==> src/rtl/nic_irq_pkg.sv <==
package nic_irq_pkg;
  localparam int EVT_W   = 14;
  localparam int ST_W    = 3;
  localparam int DW      = 32;
  localparam int TXE_BIT = 10;
  localparam int BER_BIT = 13;
  localparam int AIR_BIT = 15;
  localparam int NIR_BIT = 16;
  localparam int RXS_LSB = 17;
  localparam int TXS_LSB = 20;
  localparam int BEC_LSB = 23;
  // status groups
  localparam logic [EVT_W-1:0] NORM_SET = 14'h0045;
  localparam logic [EVT_W-1:0] ABN_SET  = 14'h2DBA;
  localparam logic [EVT_W-1:0] W1C_SET  = 14'h29FF;

  typedef enum logic {SEL_STATUS = 1'b0, SEL_MASK = 1'b1} reg_sel_e;
endpackage

==> src/rtl/nic_irq_sticky.sv <==
module nic_irq_sticky #(
  parameter int W = 14,
  parameter logic [W-1:0] KEEP = '1
) (
  input  logic         clk_i,
  input  logic         rst_ni,
  input  logic [W-1:0] set_i,
  input  logic [W-1:0] clr_i,
  output logic [W-1:0] q_o
);
  logic [W-1:0] q_q;
  logic [W-1:0] q_d;

  // set dominates clear
  assign q_d = (set_i | (q_q & ~clr_i)) & KEEP;

  always_ff @(posedge clk_i or negedge rst_ni) begin
    if (!rst_ni) q_q <= '0;
    else         q_q <= q_d;
  end

  assign q_o = q_q;
endmodule

==> src/rtl/nic_irq_txearly.sv <==
module nic_irq_txearly (
  input  logic clk_i,
  input  logic rst_ni,
  input  logic en_i,
  input  logic loaded_i,
  input  logic drained_i,
  output logic q_o
);
  logic q_q;

  always_ff @(posedge clk_i or negedge rst_ni) begin
    if (!rst_ni)                q_q <= 1'b0;
    else if (loaded_i && en_i)  q_q <= 1'b1;
    else if (drained_i)         q_q <= 1'b0;
  end

  assign q_o = q_q;
endmodule

==> src/rtl/nic_irq_summary.sv <==
module nic_irq_summary #(
  parameter int W = 14,
  parameter logic [W-1:0] NORM = '0,
  parameter logic [W-1:0] ABN  = '0
) (
  input  logic         clk_i,
  input  logic         rst_ni,
  input  logic [W-1:0] sts_i,
  input  logic [W-1:0] mask_i,
  output logic         nir_o,
  output logic         air_o,
  output logic         irq_o
);
  logic [W-1:0] live;
  logic         irq_q;

  assign live  = sts_i & mask_i;
  assign nir_o = |(live & NORM);
  assign air_o = |(live & ABN);

  always_ff @(posedge clk_i or negedge rst_ni) begin
    if (!rst_ni) irq_q <= 1'b0;
    else         irq_q <= nir_o | air_o;
  end

  assign irq_o = irq_q;
endmodule

==> src/rtl/nic_irq_hostport.sv <==
module nic_irq_hostport #(
  parameter int W  = 14,
  parameter int DW = 32
) (
  input  logic          clk_i,
  input  logic          rst_ni,
  input  logic          wr_i,
  input  logic          sel_i,
  input  logic [W-1:0]  wdata_i,
  input  logic [DW-1:0] status_word_i,
  output logic [W-1:0]  clr_o,
  output logic [W-1:0]  mask_o,
  output logic [DW-1:0] rdata_o
);
  import nic_irq_pkg::*;

  localparam int PAD = DW - W;

  logic [W-1:0] mask_q;
  reg_sel_e     sel;

  assign sel   = reg_sel_e'(sel_i);
  assign clr_o = (wr_i && sel == SEL_STATUS) ? wdata_i : '0;

  always_ff @(posedge clk_i or negedge rst_ni) begin
    if (!rst_ni)                     mask_q <= '0;
    else if (wr_i && sel == SEL_MASK) mask_q <= wdata_i;
  end

  assign mask_o  = mask_q;
  assign rdata_o = (sel == SEL_MASK) ? {{PAD{1'b0}}, mask_q} : status_word_i;
endmodule

==> src/rtl/nic_irq_status.sv <==
module nic_irq_status
  import nic_irq_pkg::*;
#(
  parameter int EW = EVT_W,
  parameter int SW = ST_W,
  parameter int RW = DW
) (
  input  logic          clk_i,
  input  logic          rst_ni,
  input  logic [EW-1:0] evt_i,
  input  logic          tx_early_en_i,
  input  logic          tx_pkt_loaded_i,
  input  logic          tx_pkt_drained_i,
  input  logic [SW-1:0] tx_state_i,
  input  logic [SW-1:0] rx_state_i,
  input  logic [SW-1:0] berr_code_i,
  input  logic          reg_wr_i,
  input  logic          reg_sel_i,
  input  logic [EW-1:0] reg_wdata_i,
  output logic [RW-1:0] reg_rdata_o,
  output logic          irq_o
);
  logic [EW-1:0] clr_vec;
  logic [EW-1:0] sticky_q;
  logic [EW-1:0] sts_q;
  logic [EW-1:0] mask_q;
  logic          txe_q;
  logic          nir;
  logic          air;
  logic [SW-1:0] bec_q;
  logic [RW-1:0] word;

  nic_irq_sticky #(.W(EW), .KEEP(W1C_SET)) u_sticky (
    .clk_i  (clk_i),
    .rst_ni (rst_ni),
    .set_i  (evt_i & W1C_SET),
    .clr_i  (clr_vec),
    .q_o    (sticky_q)
  );

  nic_irq_txearly u_txe (
    .clk_i     (clk_i),
    .rst_ni    (rst_ni),
    .en_i      (tx_early_en_i),
    .loaded_i  (tx_pkt_loaded_i),
    .drained_i (tx_pkt_drained_i),
    .q_o       (txe_q)
  );

  always_comb begin
    sts_q          = sticky_q;
    sts_q[TXE_BIT] = txe_q;
  end

  // error type capture, shown only while flag set
  always_ff @(posedge clk_i or negedge rst_ni) begin
    if (!rst_ni)             bec_q <= '0;
    else if (evt_i[BER_BIT]) bec_q <= berr_code_i;
  end

  nic_irq_summary #(.W(EW), .NORM(NORM_SET), .ABN(ABN_SET)) u_sum (
    .clk_i  (clk_i),
    .rst_ni (rst_ni),
    .sts_i  (sts_q),
    .mask_i (mask_q),
    .nir_o  (nir),
    .air_o  (air),
    .irq_o  (irq_o)
  );

  always_comb begin
    word                          = '0;
    word[EW-1:0]                  = sts_q;
    word[AIR_BIT]                 = air;
    word[NIR_BIT]                 = nir;
    word[RXS_LSB +: SW]           = rx_state_i;
    word[TXS_LSB +: SW]           = tx_state_i;
    word[BEC_LSB +: SW]           = sts_q[BER_BIT] ? bec_q : '0;
  end

  nic_irq_hostport #(.W(EW), .DW(RW)) u_host (
    .clk_i         (clk_i),
    .rst_ni        (rst_ni),
    .wr_i          (reg_wr_i),
    .sel_i         (reg_sel_i),
    .wdata_i       (reg_wdata_i),
    .status_word_i (word),
    .clr_o         (clr_vec),
    .mask_o        (mask_q),
    .rdata_o       (reg_rdata_o)
  );
endmodule

==> config.mk <==
export PLATFORM = sky130hd
export DESIGN_NAME = nic_irq_status
export DESIGN_NICKNAME = d
export VERILOG_FILES = /design/src/rtl/nic_irq_pkg.sv /design/src/rtl/nic_irq_sticky.sv /design/src/rtl/nic_irq_txearly.sv /design/src/rtl/nic_irq_summary.sv /design/src/rtl/nic_irq_hostport.sv /design/src/rtl/nic_irq_status.sv
export SDC_FILE = /design/constraint.sdc
export NUM_CORES = 1
export LEC_CHECK = 0
export ABC_AREA = 1
export CAP_MARGIN = 20
export CORE_UTILIZATION = 40
export DETAILED_ROUTE_END_ITERATION = 8
export HOLD_SLACK_MARGIN = 0.12
export MAX_ROUTING_LAYER = met4
export PLACE_DENSITY = 0.79
export SLEW_MARGIN = 20
export SYNTH_ARGS = -nofsm -noshare
export SYNTH_HDL_FRONTEND = slang
export SYNTH_SLANG_ARGS = --single-unit
==> constraint.sdc <==
create_clock -name clk_i -period 1.3 [get_ports clk_i]
set_clock_uncertainty 0.1 [all_clocks]
set_input_delay 0.13 -clock clk_i [delete_from_list [all_inputs] [get_ports clk_i]]
set_output_delay 0.13 -clock clk_i [all_outputs]
set_load 0.02 [all_outputs]
==> metrics.md <==
| Metric | Value |
|---|---|
| Outcome | `finished, violations left` |
| Failing checks | `negative setup slack` |
| First-pass GRT wire length | `roughly 6.5 mm` |
| Fill cell count | `264` |
| Floorplan row count | `22` |
| VDD IR-drop max | `0.0007920 V` |
| Seq/Total Area, Yosys | `47.02%` |
| CP Launch Type | `register` |
| Drt first pass iters | `4` |
| Die ar. | `4248 µm²` |
| Post-detailed-route count of antenna-violating nets | `0` |
| Final worst path period need | `approximately 1400 ps` |
| Hpwl dp | `between 2 and 3 mm` |
| CP endpoint | `reg_rdata_o[15]` |
| Non-Filler Instances | `around 360` |
| TritonCTS Sinks | `30` |
| GP Congestion | `around 0.76` |
| Design Area, Final | `approximately 2900 µm²` |
| Critical path launch point | `u_host.mask_o[8]` |
| Fin worst setup slack | `-128.5 ps` |
| I/O Pins | `77` |
| Internal power | `approximately 2.0 mW` |
| Total Routing Usage GR | `a little over a fifth` |
| Initial DRC count | `between 50 and 60` |
| FF-to-FF setup slack | `180 ps` |
| Placed cell areas | `between 2000 and 3000 µm²` |
| Grt ovf | `0` |
| Worst R2R Path Depth | `5` |
| Crit Path Max Fanout | `2` |
| Largest net degree at the start of global routing | `31` |
| Root Buffer | `clkbuf_8` |
| Sw frac | `between 30% and 40%` |
| IO Port Bufs | `between 60 and 70` |
| Multi-input gate area | `about 750 µm²` |
| Starting density of the core | `between 40% and 50%` |
| Final wirelength | `4.465 mm` |
| Share of post-route cells with drive strength above 1 | `between 40 and 50%` |
| Worst r2r src | `u_host.mask_o[8]` |
| CORE AREA | `3744 µm²` |
| Fin. max-slew vios | `0` |
| WL per Instance | `approximately 12 µm` |
| Avg Cell Area, Syn | `7.750 µm²` |
| Width of the die | `65.18 µm` |
| Vias in the first global route | `about 1600` |
| Post-Route Utilization | `76.67%` |
| Pre-CTS setup slack | `-586.5 ps` |
| Seq pwr share | `about two fifths` |
| Max-cap violation count | `0` |
| HP Class | `in -> reg` |
| Via count | `~1600` |
| Fin Setup TNS | `-188.2 ps` |
| Nets | `roughly 360` |
| #FFs+latches synth | `30` |
| Yosys Warn Count | `0` |
| Fin crit share | `109.9%` |
| Clock-pin slew on the worst setup and hold paths | `~60 ps` |
| Number of synthesized flops with an enable pin | `0` |
| Worst flop-to-flop path endpoint | `u_sum.irq_o` |
| Vias/cell | `4.506` |
| Initial antenna violation count | `0` |
| Commonest register cell after synthesis | `dfrtp_1` |
| Critical Path RT | `approximately 1100 ps` |
| NetSw | `~0.85 mW` |
| Ant diodes | `0` |
| Die H | `roughly 65 µm` |
| Setup CP Type | `reg -> out` |
| Clock share of power | `approximately a quarter` |
| Post-synth ARST share | `100.0%` |
| Final setup fails | `2` |
| Peak Freq | `0.7001 GHz` |
| H-tree depth | `2` |
| Pwr dens | `roughly 990 nW/µm²` |
| Clock latency on the worst-skew pair | `280 ps` |
| Critical Path Sink Type | `output pin` |
| Num CTS Buffers | `5` |
| RSZ-0062 raised after global routing | `yes` |
| Comb power frac | `35.2%` |
| Post-Syn Instances | `206` |
| Hold_ws | `267.8 ps` |
| Cell Area, Synth | `about 1600 µm²` |
| Unique masters post-synth | `18` |
| Leak Pwr | `1.487 nW` |
| TritonCTS clock tree | `yes` |
| Reg area | `roughly 750 µm²` |
| PnR Total Power | `between 2 and 3 mW` |
| Final Hold Fails | `0` |
| Arrival time worst endpoint | `between 1000 and 1500 ps` |
| Clock tree buffer depth | `2` |
| Drt drc | `0` |
| Placed insts | `around 340` |
| Area Growth Syn to Fin | `79.78%` |
==> per-layer routing <==
metal / vias to the layer above / track usage [%] / routed length, µm
met5: - / - / 0
met4: 0 / 7.337 / 56
met3: 4 / 6.076 / 238
met2: 51 / 37.76 / 2470
met1: 757 / 22.25 / 1700
li1: 819 / - / -
==> logic make-up (layout without fill, tap and decap cells) <==
group	Yosys count	after routing	share of synthesized area, %
flops	30	30	47.02
buf+inv	50	152	15.67
compound gates	28	28	11.13
mux	3	3	2.821
other cells	1	7	0.2349
simple gates	94	94	23.12
==> cell usage in the layout (no fill, tap or decap), types with 9 or more instances in the layout <==
cell type	n
nand2_1	43
clkdlybuf4s50_1	39
inv_1	35
buf_6	33
nand2_2	32
dfrtp_1	30
buf_4	20
o21ai_1	12
o21ai_2	10
nor2_1	9
==> how the worst min path moves through the flow <==
stage                            from           endpoint  slack, ps  depth (start not counted)
finish                       evt_i[0]    u_sticky.q_o[0]        270                          3
global route                 evt_i[0]    u_sticky.q_o[0]        270                          3
CTS                          evt_i[0]    u_sticky.q_o[0]        260                          3
detailed placement  u_host.mask_o[12]  u_host.mask_o[12]        400                          1
global placement     u_host.mask_o[0]   u_host.mask_o[0]        400                          2
floorplan                      rst_ni           bec_q[0]       -270                          0
==> cell type report <==
type,instances,area share (%)
tap,48,2.092
clock buffer,7,3.008
inverter,36,4.795
clock inverter,1,0.1744
sequential,30,26.16
timing repair buffer,108,37.66
multi-input combinational,132,26.11
==> cell usage after synthesis (2+ instances only) <==
cell      n  area (µm²)
o21ai_2  10       87.58
nand3_1   2       10.01
nor2_1   11       41.29
buf_6     4       45.04
nand2_1  78       292.8
o21ai_1  11       55.05
mux2_4    3       45.04
o21ai_0   6       30.03
buf_4     7       52.55
buf_2     3       15.01
inv_1    35       131.4
dfrtp_1  30       750.7
==> power by group through the flow <==
stage	sequential, mW	combinational [mW]	clock [mW]
after global routing	1.09	1.07	0.834
final	1.08	0.996	0.756
after global placement	1.07	0.807	0
after floorplan	1.08	0.377	0
after CTS	1.06	0.813	0.782
after detailed placement	1.08	0.823	0
==> sequential cells by signal, indices dropped and copies added (netlist names) <==
signal and cells:
bec_q 3, u_host.mask_o 14, u_sum.irq_o 1, u_sticky.q_o 11, u_txe.q_o 1
==> repair_timing <==
action,CTS,global route
hold buffers,1,0
buffers inserted,3,10
gates resized for setup,96,93
setup endpoints to repair,26,24
pin swaps,4,15
hold endpoints to repair,30,0
==> worst max-delay path, cell delays in order, from the launching register on <==
cell     delay [ps]
dfrtp_1         400
nand2_1         100
nand3_2         110
nor2_4          120
a21oi_2          60
buf_6           130
Power figures use the tool's default switching activity.
